### config.mk
export PLATFORM = sky130hd
export DESIGN_NAME = wp_lock_ctrl
export DESIGN_NICKNAME = d
export VERILOG_FILES = /design/src/rtl/wp_lock_pkg.sv /design/src/rtl/wp_range_regs.sv /design/src/rtl/wp_block_array.sv /design/src/rtl/wp_sweep_ctrl.sv /design/src/rtl/wp_lock_ctrl.sv
export SDC_FILE = /design/constraint.sdc
export NUM_CORES = 1
export LEC_CHECK = 0
export BUFFER_PORTS_ARGS = -buffer_cell sky130_fd_sc_hd__buf_2
export CORE_MARGIN = 1
export CORE_UTILIZATION = 40
export CTS_CLUSTER_DIAMETER = 150
export CTS_CLUSTER_SIZE = 28
export DETAILED_ROUTE_END_ITERATION = 7
export PLACE_DENSITY_LB_ADDON = 0.3
export SLEW_MARGIN = 25
export SYNTH_ARGS = -nofsm -noshare
export SYNTH_HDL_FRONTEND = slang
export SYNTH_SLANG_ARGS = --single-unit
export TNS_END_PERCENT = 50
### constraint.sdc
create_clock -name clk -period 3.4 [get_ports clk]
set_input_delay 0.51 -clock clk [delete_from_list [all_inputs] [get_ports clk]]
set_output_delay 0.51 -clock clk [all_outputs]
set_load 0.005 [all_outputs]
### src/rtl/wp_lock_pkg.sv
package wp_lock_pkg;

   typedef enum logic [2:0] {
      LK_TIGHT  = 3'b001,
      LK_LOCKED = 3'b010,
      LK_OPEN   = 3'b100
   } lock_state_t;

   typedef enum logic [1:0] {
      SW_OPEN  = 2'd0,
      SW_LOCK  = 2'd1,
      SW_TIGHT = 2'd2
   } sweep_mode_t;

   localparam logic [7:0] OP_OPEN_RANGE  = 8'h23;
   localparam logic [7:0] OP_OPEN_ALL    = 8'h27;
   localparam logic [7:0] OP_LOCK_RANGE  = 8'h2A;
   localparam logic [7:0] OP_TIGHT_RANGE = 8'h2C;

   localparam logic [15:0] WP_RESET_VALUE = 16'h0002;

endpackage

### src/rtl/wp_range_regs.sv
module wp_range_regs #(
   parameter int NUM_BLOCKS = 16,
   parameter bit MASK_RANGE = 1'b1,
   parameter int RW         = $clog2(NUM_BLOCKS) + (MASK_RANGE ? 0 : 1)
) (
   input  logic          clk,
   input  logic          rst_n,
   input  logic          start_wr,
   input  logic          end_wr,
   input  logic [15:0]   wdata,
   output logic [RW-1:0] first_q,
   output logic [RW-1:0] last_q
);

   logic [RW-1:0] wval;

   generate
      if (MASK_RANGE) begin : g_masked
         // Truncation to log2(N) bits is the AND with N-1 for a power of two
         assign wval = wdata[RW-1:0] & RW'(NUM_BLOCKS - 1);
      end else begin : g_wide
         assign wval = wdata[RW-1:0];
      end
   endgenerate

   always_ff @(posedge clk or negedge rst_n) begin
      if (!rst_n) begin
         first_q <= '0;
         last_q  <= '0;
      end else begin
         if (start_wr) begin
            first_q <= wval;
            last_q  <= wval;
         end else if (end_wr) begin
            last_q <= wval;
         end
      end
   end

   AST_END_FOLLOWS_START: assert property (@(posedge clk) disable iff (!rst_n)
      start_wr |=> (last_q == first_q));

endmodule

### src/rtl/wp_block_array.sv
module wp_block_array
   import wp_lock_pkg::*;
#(
   parameter int NUM_BLOCKS = 16,
   parameter int BW         = $clog2(NUM_BLOCKS)
) (
   input  logic        clk,
   input  logic        rst_n,
   input  logic        wr_en,
   input  logic [BW-1:0] wr_idx,
   input  lock_state_t wr_state,
   input  logic [BW-1:0] rd_idx,
   output lock_state_t rd_state,
   input  logic [BW-1:0] q_idx,
   output lock_state_t q_state
);

   lock_state_t blk_q [NUM_BLOCKS];

   generate
      for (genvar g = 0; g < NUM_BLOCKS; g++) begin : g_blk
         always_ff @(posedge clk or negedge rst_n) begin
            if (!rst_n) begin
               blk_q[g] <= LK_LOCKED;
            end else if (wr_en && (wr_idx == BW'(g))) begin
               blk_q[g] <= wr_state;
            end
         end

         AST_STATE_ONEHOT: assert property (@(posedge clk) disable iff (!rst_n)
            $onehot(blk_q[g]));
         AST_TIGHT_STICKY: assert property (@(posedge clk) disable iff (!rst_n)
            (blk_q[g] == LK_TIGHT) |=> (blk_q[g] == LK_TIGHT));
      end
   endgenerate

   assign rd_state = blk_q[rd_idx];
   assign q_state  = blk_q[q_idx];

endmodule

### src/rtl/wp_sweep_ctrl.sv
module wp_sweep_ctrl
   import wp_lock_pkg::*;
#(
   parameter int NUM_BLOCKS = 16,
   parameter int RW         = 4,
   parameter int BW         = $clog2(NUM_BLOCKS),
   parameter int IW         = BW + 1
) (
   input  logic          clk,
   input  logic          rst_n,
   input  logic          cmd_valid,
   input  logic [7:0]    cmd_code,
   input  logic [RW-1:0] first_blk,
   input  logic [RW-1:0] last_blk,
   input  lock_state_t   cur_state,
   output logic [BW-1:0] rd_idx,
   output logic          wr_en,
   output logic [BW-1:0] wr_idx,
   output lock_state_t   wr_state,
   output logic          busy,
   output logic          done,
   output logic          cmd_err,
   output logic [15:0]   wp_status
);

   logic [IW-1:0] idx_q;
   logic [IW-1:0] end_q;
   sweep_mode_t   mode_q;
   logic          run_q;
   logic          done_q;
   logic          err_q;
   logic [15:0]   wp_q;

   logic          accept;
   logic          known_op;
   logic          finish;
   logic          ovf_hit;
   logic          past_end;
   lock_state_t   target;

   assign accept = cmd_valid && !run_q;

   always_comb begin
      case (cmd_code)
         OP_OPEN_RANGE, OP_OPEN_ALL, OP_LOCK_RANGE, OP_TIGHT_RANGE: known_op = 1'b1;
         default: known_op = 1'b0;
      endcase
   end

   always_comb begin
      case (mode_q)
         SW_OPEN:  target = LK_OPEN;
         SW_LOCK:  target = LK_LOCKED;
         default:  target = LK_TIGHT;
      endcase
   end

   assign past_end = (idx_q > end_q);
   assign rd_idx   = idx_q[BW-1:0];
   assign wr_idx   = idx_q[BW-1:0];
   assign wr_state = target;

   // One block per clock: decide stop, write and error for the current index
   always_comb begin
      wr_en   = 1'b0;
      finish  = 1'b0;
      ovf_hit = 1'b0;
      if (run_q) begin
         if (past_end) begin
            finish = 1'b1;
         end else if (idx_q >= IW'(NUM_BLOCKS)) begin
            ovf_hit = 1'b1;
            finish  = 1'b1;
         end else begin
            if (mode_q == SW_TIGHT) begin
               wr_en = (cur_state != LK_OPEN);
            end else if (cur_state == LK_TIGHT) begin
               finish = 1'b1;
            end else begin
               wr_en = 1'b1;
            end
            if (idx_q == end_q) begin
               finish = 1'b1;
            end
         end
      end
   end

   always_ff @(posedge clk or negedge rst_n) begin
      if (!rst_n) begin
         idx_q  <= '0;
         end_q  <= '0;
         mode_q <= SW_OPEN;
         run_q  <= 1'b0;
         done_q <= 1'b0;
         err_q  <= 1'b0;
         wp_q   <= WP_RESET_VALUE;
      end else begin
         done_q <= 1'b0;
         if (accept) begin
            err_q <= !known_op;
            if (known_op) begin
               run_q <= 1'b1;
               if (cmd_code == OP_OPEN_ALL) begin
                  idx_q <= '0;
                  end_q <= IW'(NUM_BLOCKS - 1);
               end else begin
                  idx_q <= IW'(first_blk);
                  end_q <= IW'(last_blk);
               end
               case (cmd_code)
                  OP_LOCK_RANGE:  mode_q <= SW_LOCK;
                  OP_TIGHT_RANGE: mode_q <= SW_TIGHT;
                  default:        mode_q <= SW_OPEN;
               endcase
            end else begin
               done_q <= 1'b1;
            end
         end else if (run_q) begin
            if (wr_en) begin
               wp_q <= {13'd0, target};
            end
            if (ovf_hit) begin
               err_q <= 1'b1;
            end
            if (finish) begin
               run_q  <= 1'b0;
               done_q <= 1'b1;
            end else begin
               idx_q <= idx_q + 1'b1;
            end
         end
      end
   end

   assign busy      = run_q;
   assign done      = done_q;
   assign cmd_err   = err_q;
   assign wp_status = wp_q;

   AST_DONE_ONE_CYCLE: assert property (@(posedge clk) disable iff (!rst_n)
      done |=> !done);
   AST_DONE_NOT_BUSY: assert property (@(posedge clk) disable iff (!rst_n)
      done |-> !busy);
   AST_BUSY_FALL_DONE: assert property (@(posedge clk) disable iff (!rst_n)
      $fell(busy) |-> done);
   AST_ERR_WITH_DONE: assert property (@(posedge clk) disable iff (!rst_n)
      $rose(cmd_err) |-> done);
   AST_WRITE_ONLY_BUSY: assert property (@(posedge clk) disable iff (!rst_n)
      wr_en |-> busy);
   AST_STATUS_ONEHOT: assert property (@(posedge clk) disable iff (!rst_n)
      $onehot(wp_status[2:0]) && (wp_status[15:3] == 13'd0));

endmodule

### src/rtl/wp_lock_ctrl.sv
module wp_lock_ctrl
   import wp_lock_pkg::*;
#(
   parameter int NUM_BLOCKS = 16,
   parameter bit MASK_RANGE = 1'b1
) (
   input  logic                          clk,
   input  logic                          rst_n,
   input  logic                          start_wr,
   input  logic                          end_wr,
   input  logic [15:0]                   range_wdata,
   input  logic                          cmd_valid,
   input  logic [7:0]                    cmd_code,
   input  logic [$clog2(NUM_BLOCKS)-1:0] query_idx,
   output logic [2:0]                    query_state,
   output logic [15:0]                   range_start,
   output logic [15:0]                   range_end,
   output logic                          busy,
   output logic                          done,
   output logic                          cmd_err,
   output logic [15:0]                   wp_status
);

   localparam int BW = $clog2(NUM_BLOCKS);
   localparam int RW = BW + (MASK_RANGE ? 0 : 1);
   localparam int IW = BW + 1;

   initial begin
      assert (NUM_BLOCKS >= 2 && (NUM_BLOCKS & (NUM_BLOCKS - 1)) == 0)
         else $error("NUM_BLOCKS must be a power of two of at least 2");
      assert (RW <= 15) else $error("range registers exceed 15 bits");
   end

   logic [RW-1:0] first_q;
   logic [RW-1:0] last_q;
   logic [BW-1:0] rd_idx;
   logic [BW-1:0] wr_idx;
   logic          wr_en;
   lock_state_t   wr_state;
   lock_state_t   rd_state;
   lock_state_t   q_state;

   wp_range_regs #(
      .NUM_BLOCKS (NUM_BLOCKS),
      .MASK_RANGE (MASK_RANGE),
      .RW         (RW)
   ) u_range (
      .clk      (clk),
      .rst_n    (rst_n),
      .start_wr (start_wr),
      .end_wr   (end_wr),
      .wdata    (range_wdata),
      .first_q  (first_q),
      .last_q   (last_q)
   );

   wp_block_array #(
      .NUM_BLOCKS (NUM_BLOCKS),
      .BW         (BW)
   ) u_array (
      .clk      (clk),
      .rst_n    (rst_n),
      .wr_en    (wr_en),
      .wr_idx   (wr_idx),
      .wr_state (wr_state),
      .rd_idx   (rd_idx),
      .rd_state (rd_state),
      .q_idx    (query_idx),
      .q_state  (q_state)
   );

   wp_sweep_ctrl #(
      .NUM_BLOCKS (NUM_BLOCKS),
      .RW         (RW),
      .BW         (BW),
      .IW         (IW)
   ) u_sweep (
      .clk       (clk),
      .rst_n     (rst_n),
      .cmd_valid (cmd_valid),
      .cmd_code  (cmd_code),
      .first_blk (first_q),
      .last_blk  (last_q),
      .cur_state (rd_state),
      .rd_idx    (rd_idx),
      .wr_en     (wr_en),
      .wr_idx    (wr_idx),
      .wr_state  (wr_state),
      .busy      (busy),
      .done      (done),
      .cmd_err   (cmd_err),
      .wp_status (wp_status)
   );

   assign query_state = q_state;
   assign range_start = 16'(first_q);
   assign range_end   = 16'(last_q);

   AST_RESET_LOCKED_STATUS: assert property (@(posedge clk) disable iff (!rst_n)
      $rose(rst_n) |-> (wp_status == WP_RESET_VALUE));

endmodule

Word level (Yosys, flattened, before mapping) --
Cells that the tools add are included.
Operators by class: add/sub/neg operators 1, magnitude comparators 4, equal/unequal tests 26, muxes and demuxes 42, bitwise logic cells 3, reduce and logical (&&, ||, !) cells 29
Operators by type and width (number):
- == test 4 bit (second input constant) | 8
- == test 8 x 6 -> 1 bit (second input constant) | 4
- two-way mux 1 bit | 26
- binary-select mux 3 bit (select 4 bit) | 2
- two-way mux 5 bit | 4
- logical AND 1 bit | 17
- == test 4 x 3 -> 1 bit (second input constant) | 4
- two-way mux 4 bit | 4
- >= comparator 5 bit (second input constant) | 3
- two-way mux 3 bit | 4
- inverter 4 -> 5 bit | 2
- == test 4 x 2 -> 1 bit (second input constant) | 2
- one-hot mux 3 bit (2 select lines) | 1
- AND reduction 3 bit | 2
- nonzero test 2 bit | 3
- adder 5 x 1 -> 5 bit (second input constant) | 1
- == test 5 bit | 1
- greater-than comparator 5 bit | 1
- == test 4 x 1 -> 1 bit (second input constant) | 1
- zero test 4 bit | 1
- one-hot mux 2 bit (2 select lines) | 1
- AND reduction 2 bit | 2
- OR reduction 4 bit | 1
- == test 3 x 1 -> 1 bit (second input constant) | 1
- 8 further kinds | 9
Word-level totals: register bits 74, input bits 33, output and inout bits 54, word-level logic and storage cells 130

Logic depth before layout (Yosys ltp) --
depth in word-level cells 14, mapped depth 11, gate-level depth less buffers 8

Cells and area by module --
From an unflattened synthesis, not the netlist that was laid out.
Second synthesis, totals: cell total of the unflattened synthesis 354, area, all modules 4464.3 µm²
By module, submodules not included:
- wp_block_array | instances 1, cells an instance 181, area an instance 2702.6 µm², seq. area each 1221.2 µm²
- wp_sweep_ctrl | instances 1, cells an instance 131, area an instance 1261.2 µm², seq. area each 426.7 µm²
- wp_range_regs | instances 1, cells an instance 17, area an instance 316.6 µm², seq. area each 200.2 µm²
- wp_lock_ctrl | instances 1, cells an instance 25, area an instance 183.9 µm², seq. area each 0.0 µm²

Worst setup path after synthesis --
OpenSTA, ideal clock, no wires.
kind register to register, start reg u_sweep.idx_q[0], end reg u_array.blk_q[18] (netlist name), setup time 0.125 ns, arrival 2.481 ns, data required time 3.275 ns, setup slack 0.794 ns, stages on the path, launching flop included 11, path buffers 4, period minus slack after synthesis 2.606 ns, cells stage by stage dfrtp_1 buf_6 buf_8 mux4_1 a22oi_1 nand3_1 or3_1 buf_6 buf_12 nand3_4 mux2_2
On the way: word-level cells in the longest chain between the ends 11, elaborated cells on any way between the ends 15, classes of those cells 2 x order compare; 3 x eq/ne; 8 x mux; 1 x bitwise; 1 x reduce/logical
RTL lines:
- start: declaration | line wp_sweep_ctrl.sv:26 | logic [IW-1:0] idx_q;
- start signal: assignment | line wp_sweep_ctrl.sv:108 | idx_q <= IW'(first_blk);
- start signal: assignment | line wp_sweep_ctrl.sv:130 | idx_q <= idx_q + 1'b1;
- inverter 4 -> 5 bit (implied by the code) | line wp_block_array.sv:37 | assign rd_state = blk_q[rd_idx];
- binary-select mux 3 bit (select 4 bit) | line wp_block_array.sv:37
- two-way mux 3 bit (implied by the code) (2 in a row) | line wp_block_array.sv:37
- == test 3 x 1 -> 1 bit | line wp_sweep_ctrl.sv:77 | end else if (cur_state == LK_TIGHT) begin
- two-way mux 1 bit | line wp_sweep_ctrl.sv:77
- two-way mux 1 bit | line wp_sweep_ctrl.sv:75 | if (mode_q == SW_TIGHT) begin
- two-way mux 1 bit | line wp_sweep_ctrl.sv:71 | end else if (idx_q >= IW'(NUM_BLOCKS)) begin
- two-way mux 1 bit | line wp_sweep_ctrl.sv:69 | if (past_end) begin
- two-way mux 1 bit | line wp_sweep_ctrl.sv:68 | if (run_q) begin
- logical AND 1 bit * | line wp_block_array.sv:25 | end else if (wr_en && (wr_idx == BW'(g))) begin
- end signal: indexed assignment | line wp_block_array.sv:26 | blk_q[g] <= wr_state;
- end: declaration | line wp_block_array.sv:18 | lock_state_t blk_q [NUM_BLOCKS];
Every way passes the cells marked *; elsewhere a longest branch is shown, timed or not. The select of a mux whose other input is x is not followed. A chain may end at the register's enable or synchronous reset.

Final worst setup path --
start reg u_sweep.idx_q[0], end reg u_array.blk_q[47] (netlist name)
Same word-level chain as after synthesis.

==> impl_metrics.prom <==
# TYPE chip_impl_metric gauge
chip_impl_metric{name="synthDistinctLibCells",unit=""} 51
chip_impl_metric{name="clk_latency",unit="ns"} 0.32
chip_impl_metric{name="vias",unit=""} 2984
chip_impl_metric{name="chipWidth",unit="um"} 109
chip_impl_metric{name="synth_compound_gate_area_share",unit="%"} 5.31
chip_impl_metric{name="worstPathRequired",unit="ns"} 3.61
chip_impl_metric{name="number_of_nets_with_antenna_violations_after_detailed_routing",unit=""} 0
chip_impl_metric{name="numClockSinks",unit=""} 73
chip_impl_info{name="rsz0062_at_grt",value="false"} 1
chip_impl_info{name="worstHoldPathType",value="in -> async"} 1
chip_impl_metric{name="max-vdd-ir-drop",unit="V"} 0.000409
chip_impl_metric{name="floorplan.initialDensity",unit="%"} 41.6
chip_impl_info{name="clock_tree.root_cell",value="clkbuf_16"} 1
chip_impl_metric{name="post_route_cells_drive_above_1_share",unit="%"} 41.3
chip_impl_metric{name="layout_worst_path_cycle_share",unit="%"} 86.6
chip_impl_metric{name="async_reset_ff_share",unit="%"} 100
chip_impl_metric{name="buffer_ports.inserted",unit=""} 37
chip_impl_metric{name="i_o_pin_count",unit=""} 87
chip_impl_metric{name="fin_skew",unit="ns"} 0.00558
chip_impl_metric{name="finalHoldViolations",unit=""} 0
chip_impl_metric{name="syn_inst",unit=""} 359
chip_impl_metric{name="leakagePower",unit="nW"} 2.26
chip_impl_metric{name="synth.ff_latch_count",unit=""} 73
chip_impl_metric{name="fp-row-count",unit=""} 38
chip_impl_metric{name="timing.critical_path.arrival",unit="ns"} 3.15
chip_impl_metric{name="max_clock_freq",unit="MHz"} 340
chip_impl_metric{name="synth_fa_ha_area_share",unit="%"} 2.19
chip_impl_metric{name="synth_sequential_area_ratio",unit="%"} 40.4
chip_impl_metric{name="grtUsageTotal",unit="%"} 18.0
chip_impl_info{name="timing.critical_path.to_type",value="flop"} 1
chip_impl_metric{name="ctsResizeCount",unit=""} 0
chip_impl_metric{name="synth_mux_area_share",unit="%"} 30.0
chip_impl_info{name="run_status",value="finished, final reports clean"} 1
chip_impl_metric{name="layout.core_utilization",unit="%"} 47.0
chip_impl_metric{name="htree_num_levels",unit=""} 3
chip_impl_metric{name="timing.max_slew.rel_slack",unit="%"} 54.4
chip_impl_info{name="startpoint_type",value="flop"} 1
chip_impl_metric{name="hold_bufs_inserted_after_cts",unit=""} 0
chip_impl_info{name="prevailing_post_synth_register_cell",value="dfrtp_1"} 1
chip_impl_metric{name="period_needed",unit="ns"} 2.94
chip_impl_metric{name="detail_route.drc_violations",unit=""} 0
chip_impl_metric{name="clockBufferDepth",unit=""} 2
chip_impl_metric{name="post_synth.cell_area_avg",unit="um2"} 12.7
chip_impl_metric{name="cts_inserted_buffers",unit=""} 9
chip_impl_info{name="cts_tree",value="yes"} 1
chip_impl_metric{name="core_area",unit="mm2"} 0.0110
chip_impl_metric{name="cts_setup_buffers",unit=""} 0
chip_impl_metric{name="grt_start_max_net_pins",unit=""} 74
chip_impl_metric{name="grt_first_pass_wirelength",unit="um"} 15800
chip_impl_metric{name="insertedDiodeCount",unit=""} 0
chip_impl_metric{name="timing.critical_path.fanout_max",unit=""} 8
chip_impl_metric{name="fin_setup_tns",unit="ns"} 0
chip_impl_metric{name="syn_to_final_growth",unit="%"} 13.0
chip_impl_metric{name="report.final.slew_viol_count",unit=""} 0
chip_impl_metric{name="max_cap_violations",unit=""} 0
chip_impl_info{name="main_combinational_cell_family_by_area_after_synthesis",value="multiplexers"} 1
chip_impl_metric{name="iter_0_drt_violations",unit=""} 113
chip_impl_metric{name="postRouteWirelength",unit="um"} 9700
chip_impl_metric{name="synth_enable_flop_cells",unit=""} 0
chip_impl_metric{name="synth-xor-area-share",unit="%"} 0
chip_impl_metric{name="fin_worst_hold_slack",unit="ns"} 0.184
chip_impl_metric{name="syn-cell-area",unit="mm2"} 0.00457
chip_impl_metric{name="dp.final_hpwl",unit="um"} 6990
chip_impl_metric{name="report.final.setup_viol",unit=""} 0
chip_impl_metric{name="clk_transition_reported_paths",unit="ns"} 0.06
chip_impl_metric{name="power_per_cell_area",unit="mW/mm2"} 680
chip_impl_metric{name="synth-warning-count",unit=""} 0
chip_impl_metric{name="viasPerCell",unit=""} 5.46
chip_impl_metric{name="grt_antenna_before_repair",unit=""} 0
chip_impl_metric{name="detail_route.wl_per_cell",unit="um"} 17.7
chip_impl_metric{name="dieHeight",unit="um"} 109
chip_impl_metric{name="first_global_vias",unit=""} 2930
chip_impl_metric{name="yosys.area_share.simple",unit="%"} 12.7
chip_impl_metric{name="layout.nets",unit=""} 443
chip_impl_metric{name="gp_routability_congestion",unit=""} 0.792
chip_impl_metric{name="grt.overflow.total",unit=""} 0
chip_impl_metric{name="detail_route.first_pass.iterations",unit=""} 4
chip_impl_info{name="timing.setup.critical_path_class",value="reg -> reg"} 1
chip_impl_metric{name="worst_slew_pin_slew",unit="ns"} 0.675
chip_impl_metric{name="floorplan.die_area",unit="mm2"} 0.0119
per-stage QoR:
step           setup WS, ns  cells  instance area [um2]  total power, mW
2_1_floorplan         0.794    395                 4700             2.09
3_3_place_gp          0.464    531                 4800             2.36
3_5_place_dp          0.454    531                 4800             2.39
4_1_cts               0.452    547                 5160             3.54
5_1_grt               0.284    547                 5160             3.71
6_report              0.455    547                 5160             3.51
metal layers:
metal	part of all wire (%)	track usage, %	vias to the layer above
met1	44	24.3	1518
met2	50	28.9	97
met4	1.8	6.27	0
met5	0	0	-
met3	3.9	3.65	8
li1	-	-	1361
layout make-up:
class,instances,area (um2)
fill,969,5820
multi-input combinational,260,2430
inverter,7,26.3
tap,140,175
clock inverter,4,97.6
sequential,73,1850
timing repair buffer,51,315
clock buffer,12,267
critical path, stage by stage, from the launching register on:
cell and delay [ns]:
dfrtp_1 0.52, buf_4 0.22, mux4_1 0.61, a22oi_1 0.25, nand3_1 0.12, or3_1 0.34
buf_4 0.21, nand3_1 0.20, mux2_2 0.36
cell families after synthesis:
kind of cell | after synthesis
DFF | 73
buffers and inverters | 62
and+or+nand+nor | 85
muxes | 91
AOI/OAI and AO/OA | 39
other | 1
adders and majority gates | 8
placed cells by master (no fill, tap or decap), types with 10 or more instances in the layout:
cell type,instances
buf_4,12
mux4_1,10
dfrtp_1,56
conb_1,37
mux2_2,51
dfstp_2,17
nand2_1,13
mux4_2,17
o21ai_0,11
buf_2,37
nor3_1,13
sequential cells by signal, summed over array words and instances (netlist names):
signal / flops
u_sweep.wp_status: 3
u_range.first_q: 4
u_sweep.cmd_err: 1
u_sweep.busy: 1
u_array.blk_q: 48
u_sweep.done: 1
u_sweep.mode_q: 2
u_sweep.idx_q: 5
u_range.last_q: 4
u_sweep.end_q: 4
cells in the mapped netlist, types with 8 or more instances:
master	instances	area, um2
a21oi_1	9	45.0
buf_4	37	278
clkbuf_1	12	45.0
dfrtp_1	56	1400
dfstp_2	17	447
ha_1	8	100
mux2_2	51	574
mux4_1	10	263
mux4_2	17	383
nand2_1	13	48.8
nand3_4	9	158
nor2b_1	8	50.1
nor3_1	13	65.1
o21ai_0	11	55.1
where the power goes:
part,switching [mW],internal [mW]
Clock,0.356,0.777
Sequential,0.208,1.07
Combinational,0.549,0.549
Total,1.11,2.40
path summary, 6_finish.rpt:
path	start	end	slack (ns)	depth (start not counted)
hold / removal	rst_n	u_array.blk_q[38]$_DFFE_PN0P_	0.18	2
max in group asynchronous	rst_n	u_array.blk_q[37]$_DFFE_PN1P_	2.83	2
setup reg to reg	u_sweep.idx_q[0]$_DFFE_PN0P_	u_array.blk_q[47]$_DFFE_PN0P_	0.46	8
setup / recovery	u_sweep.idx_q[0]$_DFFE_PN0P_	u_array.blk_q[47]$_DFFE_PN0P_	0.46	8
hold reg to reg	u_sweep.end_q[0]$_DFFE_PN0P_	u_sweep.end_q[0]$_DFFE_PN0P_	0.48	2
min in group clk	range_wdata[0]	u_range.last_q[0]$_DFFE_PN0P_	0.43	2
No activity file was read; power rests on OpenSTA's default activity.
